[config.mk]
export PLATFORM = sky130hd
export DESIGN_NAME = sro_cascade_drv
export DESIGN_NICKNAME = d
export VERILOG_FILES = /design/src/rtl/sro_pkg.sv /design/src/rtl/sro_cfg_regs.sv /design/src/rtl/sro_src_merge.sv /design/src/rtl/sro_shift_fsm.sv /design/src/rtl/sro_cascade_drv.sv
export SDC_FILE = /design/constraint.sdc
export NUM_CORES = 1
export LEC_CHECK = 0
export BUFFER_PORTS_ARGS = -buffer_cell sky130_fd_sc_hd__buf_2
export CORE_MARGIN = 3
export CORE_UTILIZATION = 40
export DETAILED_ROUTE_END_ITERATION = 7
export HOLD_SLACK_MARGIN = 0.06
export PLACE_DENSITY_LB_ADDON = 0.3
export SKIP_LAST_GASP = 1
export SLEW_MARGIN = 20
export SYNTH_ARGS = -nofsm -noshare
export SYNTH_HDL_FRONTEND = slang
export SYNTH_HIERARCHICAL = 1
export SYNTH_SLANG_ARGS = --single-unit
[constraint.sdc]
create_clock -name clk -period 3 [get_ports clk]
set_clock_uncertainty 0.15 [all_clocks]
set_input_delay 0.45 -clock clk [delete_from_list [all_inputs] [get_ports clk]]
set_output_delay 0.45 -clock clk [all_outputs]
set_load 0.01 [all_outputs]
[src/rtl/sro_pkg.sv]
package sro_pkg;

    typedef enum logic [1:0] {
        SH_IDLE,
        SH_SETUP,
        SH_DRIVE,
        SH_STORE
    } sh_state_e;

    localparam logic [2:0] ADDR_IMAGE = 3'd0;
    localparam logic [2:0] ADDR_GROUP = 3'd1;
    localparam logic [2:0] ADDR_DSL   = 3'd2;
    localparam logic [2:0] ADDR_PHY   = 3'd3;
    localparam logic [2:0] ADDR_CTRL  = 3'd4;

    localparam int CTRL_DIV_LSB = 4;

endpackage

[src/rtl/sro_cfg_regs.sv]
module sro_cfg_regs
    import sro_pkg::*;
#(
    parameter int IMG_W    = 24,
    parameter int GROUPS   = 3,
    parameter int DSL_BITS = 2,
    parameter int PHY_EN_W = 12,
    parameter int DIV_W    = 8,
    parameter logic [IMG_W-1:0] DEFAULT_IMG = 24'h00FF00
) (
    input  logic                clk,
    input  logic                rst_n,
    input  logic                wr_en,
    input  logic [2:0]          wr_addr,
    input  logic [IMG_W-1:0]    wr_data,
    output logic [IMG_W-1:0]    sw_img,
    output logic [GROUPS-1:0]   grp_mask,
    output logic [DSL_BITS-1:0] dsl_en,
    output logic [PHY_EN_W-1:0] phy_en,
    output logic                rising,
    output logic [DIV_W-1:0]    half_n
);

    always_ff @(posedge clk) begin
        if (!rst_n) begin
            sw_img   <= DEFAULT_IMG;
            grp_mask <= '1;
            dsl_en   <= '0;
            phy_en   <= '0;
            rising   <= 1'b0;
            half_n   <= DIV_W'(2);
        end else if (wr_en) begin
            unique case (wr_addr)
                ADDR_IMAGE: sw_img   <= wr_data;
                ADDR_GROUP: grp_mask <= wr_data[GROUPS-1:0];
                ADDR_DSL:   dsl_en   <= wr_data[DSL_BITS-1:0];
                ADDR_PHY:   phy_en   <= wr_data[PHY_EN_W-1:0];
                ADDR_CTRL: begin
                    rising <= wr_data[0];
                    half_n <= wr_data[CTRL_DIV_LSB +: DIV_W];
                end
                default: ;
            endcase
        end
    end

endmodule

[src/rtl/sro_src_merge.sv]
module sro_src_merge #(
    parameter int IMG_W    = 24,
    parameter int DSL_BITS = 2,
    parameter int PHYS     = 4,
    parameter int PHY_BITS = 3
) (
    input  logic [IMG_W-1:0]           sw_img,
    input  logic [DSL_BITS-1:0]        dsl_en,
    input  logic [DSL_BITS-1:0]        dsl_stat,
    input  logic [PHYS*PHY_BITS-1:0]   phy_en,
    input  logic [PHYS*PHY_BITS-1:0]   phy_stat,
    output logic [IMG_W-1:0]           img_merged
);

    localparam int HW_W = DSL_BITS + PHYS * PHY_BITS;

    logic [IMG_W-1:0] hw_en;
    logic [IMG_W-1:0] hw_val;

    assign hw_en[DSL_BITS-1:0]  = dsl_en;
    assign hw_val[DSL_BITS-1:0] = dsl_stat;

    for (genvar p = 0; p < PHYS; p++) begin : g_phy
        localparam int BASE = DSL_BITS + p * PHY_BITS;
        assign hw_en[BASE +: PHY_BITS]  = phy_en[p*PHY_BITS +: PHY_BITS];
        assign hw_val[BASE +: PHY_BITS] = phy_stat[p*PHY_BITS +: PHY_BITS];
    end

    if (IMG_W > HW_W) begin : g_upper
        assign hw_en[IMG_W-1:HW_W]  = '0;
        assign hw_val[IMG_W-1:HW_W] = '0;
    end

    for (genvar i = 0; i < IMG_W; i++) begin : g_bit
        assign img_merged[i] = hw_en[i] ? hw_val[i] : sw_img[i];
    end

endmodule

[src/rtl/sro_shift_fsm.sv]
module sro_shift_fsm
    import sro_pkg::*;
#(
    parameter int IMG_W  = 24,
    parameter int GW     = 8,
    parameter int GROUPS = 3,
    parameter int DIV_W  = 8,
    parameter logic [IMG_W-1:0] DEFAULT_IMG = 24'h00FF00
) (
    input  logic              clk,
    input  logic              rst_n,
    input  logic [IMG_W-1:0]  img_merged,
    input  logic [GROUPS-1:0] grp_mask,
    input  logic              rising,
    input  logic [DIV_W-1:0]  half_n,
    output logic              sclk,
    output logic              sdata,
    output logic              sstore,
    output logic              busy
);

    localparam int CNT_W = $clog2(IMG_W + 1);

    function automatic logic [IMG_W-1:0] pack_img(input logic [IMG_W-1:0] img,
                                                  input logic [GROUPS-1:0] m);
        logic [IMG_W-1:0] f;
        int n;
        f = '0;
        n = 0;
        for (int g = 0; g < GROUPS; g++) begin
            if (m[g]) begin
                f = f | ({{(IMG_W-GW){1'b0}}, img[g*GW +: GW]} << n);
                n = n + GW;
            end
        end
        return f;
    endfunction

    sh_state_e        state_q, state_d;
    logic [IMG_W-1:0] sent_q;
    logic [IMG_W-1:0] frame_q;
    logic [CNT_W-1:0] bidx_q;
    logic [DIV_W-1:0] hcnt_q;
    logic [DIV_W-1:0] half_lim;
    logic [CNT_W-1:0] frame_len;
    logic [IMG_W-1:0] packed_img;
    logic             start;
    logic             hdone;
    logic             sdata_q;

    assign half_lim   = (half_n == '0) ? DIV_W'(1) : half_n;
    assign hdone      = (hcnt_q == half_lim - DIV_W'(1));
    assign frame_len  = CNT_W'($countones(grp_mask) * GW);
    assign packed_img = pack_img(img_merged, grp_mask);
    assign start      = (img_merged != sent_q) && (|grp_mask);

    // state register
    always_ff @(posedge clk) begin
        if (!rst_n) state_q <= SH_IDLE;
        else        state_q <= state_d;
    end

    always_comb begin
        state_d = state_q;
        unique case (state_q)
            SH_IDLE:  if (start) state_d = SH_SETUP;
            SH_SETUP: if (hdone) state_d = SH_DRIVE;
            SH_DRIVE: if (hdone) state_d = (bidx_q == '0) ? SH_STORE : SH_SETUP;
            SH_STORE: state_d = SH_IDLE;
            default:  state_d = SH_IDLE;
        endcase
    end

    // frame data, bit index and half-period counter
    always_ff @(posedge clk) begin
        if (!rst_n) begin
            sent_q  <= DEFAULT_IMG;
            frame_q <= '0;
            bidx_q  <= '0;
            hcnt_q  <= '0;
            sdata_q <= 1'b0;
        end else begin
            unique case (state_q)
                SH_IDLE: begin
                    hcnt_q <= '0;
                    if (start) begin
                        frame_q <= packed_img;
                        sent_q  <= img_merged;
                        bidx_q  <= frame_len - CNT_W'(1);
                        sdata_q <= packed_img[frame_len - CNT_W'(1)];
                    end
                end
                SH_SETUP: hcnt_q <= hdone ? '0 : hcnt_q + DIV_W'(1);
                SH_DRIVE: begin
                    hcnt_q <= hdone ? '0 : hcnt_q + DIV_W'(1);
                    if (hdone && bidx_q != '0) begin
                        bidx_q  <= bidx_q - CNT_W'(1);
                        sdata_q <= frame_q[bidx_q - CNT_W'(1)];
                    end
                end
                SH_STORE: hcnt_q <= '0;
                default:  hcnt_q <= '0;
            endcase
        end
    end

    // outputs
    always_comb begin
        sclk   = rising ? (state_q == SH_DRIVE) : (state_q != SH_DRIVE);
        sdata  = sdata_q;
        sstore = (state_q == SH_STORE);
        busy   = (state_q != SH_IDLE);
    end

endmodule

[src/rtl/sro_cascade_drv.sv]
module sro_cascade_drv #(
    parameter int GROUPS   = 3,
    parameter int GW       = 8,
    parameter int DSL_BITS = 2,
    parameter int PHYS     = 4,
    parameter int PHY_BITS = 3,
    parameter int DIV_W    = 8,
    parameter logic [GROUPS*GW-1:0] DEFAULT_IMG = 24'h00FF00
) (
    input  logic                        clk,
    input  logic                        rst_n,
    input  logic                        wr_en,
    input  logic [2:0]                  wr_addr,
    input  logic [GROUPS*GW-1:0]        wr_data,
    input  logic [DSL_BITS-1:0]         dsl_stat,
    input  logic [PHYS*PHY_BITS-1:0]    phy_stat,
    output logic                        sclk,
    output logic                        sdata,
    output logic                        sstore
);

    localparam int IMG_W    = GROUPS * GW;
    localparam int PHY_EN_W = PHYS * PHY_BITS;

    logic [IMG_W-1:0]    sw_img;
    logic [IMG_W-1:0]    img_merged;
    logic [GROUPS-1:0]   grp_mask;
    logic [DSL_BITS-1:0] dsl_en;
    logic [PHY_EN_W-1:0] phy_en;
    logic                cfg_rising;
    logic [DIV_W-1:0]    half_n;
    logic                busy;

    sro_cfg_regs #(
        .IMG_W(IMG_W), .GROUPS(GROUPS), .DSL_BITS(DSL_BITS),
        .PHY_EN_W(PHY_EN_W), .DIV_W(DIV_W), .DEFAULT_IMG(DEFAULT_IMG)
    ) regs_i (
        .clk(clk), .rst_n(rst_n), .wr_en(wr_en), .wr_addr(wr_addr),
        .wr_data(wr_data), .sw_img(sw_img), .grp_mask(grp_mask),
        .dsl_en(dsl_en), .phy_en(phy_en), .rising(cfg_rising), .half_n(half_n)
    );

    sro_src_merge #(
        .IMG_W(IMG_W), .DSL_BITS(DSL_BITS), .PHYS(PHYS), .PHY_BITS(PHY_BITS)
    ) merge_i (
        .sw_img(sw_img), .dsl_en(dsl_en), .dsl_stat(dsl_stat),
        .phy_en(phy_en), .phy_stat(phy_stat), .img_merged(img_merged)
    );

    sro_shift_fsm #(
        .IMG_W(IMG_W), .GW(GW), .GROUPS(GROUPS), .DIV_W(DIV_W),
        .DEFAULT_IMG(DEFAULT_IMG)
    ) fsm_i (
        .clk(clk), .rst_n(rst_n), .img_merged(img_merged), .grp_mask(grp_mask),
        .rising(cfg_rising), .half_n(half_n), .sclk(sclk), .sdata(sdata),
        .sstore(sstore), .busy(busy)
    );

endmodule

==> results.rst <==
.. list-table::
   :header-rows: 1

   * - Metric
     - Value
   * - Outcome
     - finished, final reports clean
   * - Total I/O pin count
     - 47
   * - Via count
     - 4431
   * - Final setup margin
     - around 0.23 ns
   * - CTS root buf
     - sky130_fd_sc_hd__clkbuf_16
   * - Clock-pin slew reported for the worst setup and hold paths after clock tree synthesis
     - 0.05 ns
   * - # Max-Cap Violations
     - 0
   * - RSZ-0062 raised after global routing
     - false
   * - Slew headroom
     - 0.536
   * - Slew at the pin closest to its max-slew limit
     - roughly 0.69 ns
   * - Clock Latency Late Sink
     - around 0.4 ns
   * - Initial antenna violation count
     - 0
   * - Grt total ovfl
     - 0
   * - Area enclosed by the die boundary
     - 16000 um^2
   * - Number of flip-flops and latches in the synthesized netlist
     - between 100 and 150
   * - Post-synthesis to final-layout area growth
     - 17.3%
   * - Max-slew violation total from the final report
     - 0
   * - Number of enable-type register cells in the synthesized netlist
     - 0
   * - List of cells traversed by the critical path
     - nor4_2, a21oi_1, ha_1, xnor2_1, a21oi_1, o21ai_0, a221oi_2, o2111ai_2, o31a_2, a211oi_2
   * - Starting Density
     - 0.413
   * - Detailed-route DRC error count
     - 0
   * - Final cell area excluding filler cells
     - about 6800 um^2
   * - Die Width
     - roughly 130 um
   * - Initial detailed-routing violation count
     - ~210
   * - Synthesized-area fraction occupied by and/or/nand/nor cells
     - 0.195
   * - Total power density per cell area
     - around 680 nW/um^2
   * - Largest incremental delay on the critical path
     - 0.42 ns
   * - Clk buf depth
     - 2
   * - Leading cell type by number of instances after synthesis
     - sky130_fd_sc_hd__dfxtp_1
   * - Crit path DAT
     - between 2 and 3 ns
   * - Yosys top cell by area
     - sky130_fd_sc_hd__dfxtp_1
   * - Worst Hold Class
     - in2reg
   * - ANT nets after route
     - 0
   * - Core Footprint
     - about 14000 um^2
   * - Number of hold violations in the final report
     - 0
   * - Antenna Cells
     - 0
   * - Peak supply drop
     - about 0.00043 V
   * - Post-synth top flop
     - sky130_fd_sc_hd__dfxtp_1
   * - Critical path endpoint category
     - flop
   * - Largest delay share family, worst path
     - compound AO/OA/AOI/OAI gates
   * - Fraction of post-synthesis cell area in the top cell type by area
     - 0.394
   * - Dominant cells by area after synthesis
     - sky130_fd_sc_hd__dfxtp_1 (39%), sky130_fd_sc_hd__mux2i_1 (14%), sky130_fd_sc_hd__nand2_1 (6.7%), sky130_fd_sc_hd__xnor2_1 (3.8%), sky130_fd_sc_hd__mux2_4 (3.6%)
   * - Leakage component of the power
     - roughly 2.9 nW
   * - Seq/Total Area, Yosys
     - 0.394
   * - Number of levels in the clock H-tree
     - 4
   * - Pin count of the biggest net entering global routing
     - 43
   * - Number of nets in the layout
     - between 700 and 800
   * - Count of mapped cells out of synthesis
     - 617
   * - GRT Total Usage
     - 0.181
   * - Power, Total
     - about 4.6 mW
   * - DPL Wire Length
     - between 10000 and 15000 um
   * - Number of warning messages in the yosys log
     - 6
   * - Final setup fails
     - 0
   * - Post-synthesis compound-gate area fraction
     - 0.0771
   * - First-pass GRT wire length
     - roughly 23000 um
   * - Number of clock buffers inserted by TritonCTS
     - 17
   * - Placed instance area
     - 6210 um^2
   * - Commonest cells post-synth
     - sky130_fd_sc_hd__dfxtp_1 (114), sky130_fd_sc_hd__nand2_1 (104), sky130_fd_sc_hd__mux2i_1 (80)
   * - Count of port buffers added during placement
     - 46
   * - Worst path most repeated cell
     - sky130_fd_sc_hd__a21oi_1
   * - Detailed-router iteration count before antenna repair
     - 4
   * - Sinks on Clock Net
     - 114
   * - Final period demand of the worst path
     - around 2.8 ns
   * - Fraction of layout cells with a size suffix above 1
     - 0.192
   * - Multiplexer area fraction after synthesis
     - 0.206
   * - Detail-routed net length per standard cell
     - between 15 and 20 um
   * - Req. time, crit path
     - approximately 3.2 ns
   * - Summed instance area of the synthesized netlist
     - about 5800 um^2
   * - Weighted congestion reported at the end of routability-driven placement
     - 0.826
   * - FP Rows
     - 43
   * - Arithmetic-cell share of the synthesized area counting full adders, half adders and majority gates
     - 0.0143
   * - Worst Path Class, Setup
     - reg2reg
   * - Xor-xnor portion of the synthesized cell area
     - 0.0650
   * - Final Cycle Share
     - 0.922
   * - Count of buffer and inverter cells on the critical path
     - 0
   * - Final total negative setup slack
     - 0 ns
   * - Post-Place Setup Slack
     - ~0.18 ns
   * - Post-synthesis async set-or-reset flop share
     - 0
   * - Total nets after synthesis
     - between 600 and 700
   * - Wire length reported by the detailed router
     - roughly 14000 um
   * - Worst setup SP type
     - flop
   * - Post-DR vias/cell
     - about 5.2
   * - CTS tree
     - yes
   * - Die span in y
     - between 100 and 150 um
   * - Post-synth cell types
     - 52
   * - Slowest cell on the critical path
     - sky130_fd_sc_hd__o31a_2
   * - Vias in the first global route
     - between 4000 and 5000
   * - Highest attainable clock frequency
     - between 300 and 400 MHz
   * - Hold-fix buffers, CTS
     - 0
   * - Dominant combinational cell family by area after synthesis
     - multiplexers
   * - Post-synthesis average cell area
     - roughly 9.4 um^2
   * - Largest fanout on the critical path
     - 6
## sequential cells by signal, summed over array words and instances, names as in the netlist
name and cells:
fsm_i/state_q 2, fsm_i/sdata 1, regs_i/grp_mask 3, regs_i/rising 1, fsm_i/hcnt_q 8, regs_i/sw_img 24, fsm_i/frame_q 24, regs_i/phy_en 12
regs_i/half_n 8, fsm_i/sent_q 24, regs_i/dsl_en 2, fsm_i/bidx_q 5
## timing repair
item,CTS,global route
endpoints found under the setup margin,0,15
setup buffers,0,1
gates resized for setup,0,2
## cells by family (layout without fill, tap and decap cells)
logic type / Yosys count / in the layout
and+or+nand+nor: 239 / 239
DFF: 114 / 114
muxes: 103 / 103
AOI/OAI and AO/OA: 59 / 59
buffers and inverters: 53 / 108
xor gates and xnor gates: 43 / 43
adders and majority gates: 6 / 6
## where the power goes
group	switching [mW]	internal (mW)
sequential	0.0881	1.64
clock	0.666	1.27
combinational	0.518	0.460
total	1.27	3.36
## worst paths after layout
kind | from | slack (ns) | endpoint | depth (start not counted)
max | regs_i/half_n[2] | 0.23 | fsm_i/bidx_q[0] | 10
min reg2reg | fsm_i/frame_q[17] | 0.30 | fsm_i/frame_q[17] | 2
max reg2reg | regs_i/half_n[2] | 0.23 | fsm_i/bidx_q[0] | 10
min | wr_data[17] | 0.13 | regs_i/sw_img[17] | 3
## worst register-to-register path: cells and delay by family (launching register included)
| family | cells | cell delay [ns] |
|---|---|---|
| compound gates | 7 | 1.38 |
| xor+xnor | 1 | 0.13 |
| fa+ha+maj | 1 | 0.32 |
| flops | 1 | 0.37 |
| simple gates | 1 | 0.34 |
## stage by stage
step,util,hold WS [ns],cells
6_report,0.484,0.131,852
2_1_floorplan,-,0.279,617
4_1_cts,0.483,0.116,851
3_5_place_dp,0.442,0.300,819
3_3_place_gp,0.442,0.288,819
5_1_grt,0.484,0.144,852
## layout make-up
| cell class | count | area [um^2] |
|---|---|---|
| Fill cell | 1303 | 7240 |
| Multi-Input combinational cell | 450 | 3250 |
| Sequential cell | 114 | 2280 |
| Clock buffer | 28 | 527 |
| Timing Repair Buffer | 67 | 438 |
| Tap cell | 180 | 225 |
| Clock inverter | 4 | 45.0 |
| Inverter | 9 | 33.8 |
## per-layer routing
| metal | global-route usage | share of wire | vias to the layer above |
|---|---|---|---|
| met2 | 0.299 | 0.49 | 80 |
| met5 | 0 | 0 | - |
| met3 | 0.0509 | 0.033 | 15 |
| li1 | - | - | 2226 |
| met1 | 0.227 | 0.46 | 2110 |
| met4 | 0.0618 | 0.017 | 0 |
## layout by cell type, fill, tap and decap left out, types with 2 or more instances in the layout
cell type,netlist,layout
sky130_fd_sc_hd__ha_1,5,5
sky130_fd_sc_hd__nor2b_1,29,29
sky130_fd_sc_hd__and2_1,3,3
sky130_fd_sc_hd__and4bb_2,2,2
sky130_fd_sc_hd__clkbuf_16,0,17
sky130_fd_sc_hd__a21oi_1,14,14
sky130_fd_sc_hd__mux4_2,7,7
sky130_fd_sc_hd__o211ai_1,5,5
sky130_fd_sc_hd__o21ai_0,6,6
sky130_fd_sc_hd__xnor2_1,25,25
sky130_fd_sc_hd__a211oi_1,7,7
sky130_fd_sc_hd__clkinv_2,0,3
sky130_fd_sc_hd__mux2i_1,80,80
sky130_fd_sc_hd__nor2_1,47,47
sky130_fd_sc_hd__buf_4,12,17
sky130_fd_sc_hd__a311oi_1,8,8
sky130_fd_sc_hd__and3_1,11,10
sky130_fd_sc_hd__mux2_2,2,2
sky130_fd_sc_hd__nand4_1,4,4
sky130_fd_sc_hd__nand3_1,17,17
sky130_fd_sc_hd__nor4_1,5,4
sky130_fd_sc_hd__nand2_1,104,104
sky130_fd_sc_hd__buf_2,6,46
sky130_fd_sc_hd__nor3b_1,3,3
sky130_fd_sc_hd__inv_1,8,8
sky130_fd_sc_hd__o31a_2,1,2
sky130_fd_sc_hd__nor3_1,4,4
sky130_fd_sc_hd__clkbuf_8,0,6
sky130_fd_sc_hd__nand2b_1,2,2
sky130_fd_sc_hd__xor2_1,18,18
sky130_fd_sc_hd__o311ai_1,2,2
sky130_fd_sc_hd__a211oi_2,2,2
sky130_fd_sc_hd__clkbuf_1,23,5
sky130_fd_sc_hd__dfxtp_1,114,114
sky130_fd_sc_hd__a221oi_1,7,7
sky130_fd_sc_hd__buf_12,0,4
sky130_fd_sc_hd__mux2_4,14,14
Power figures use the tool's default switching activity.
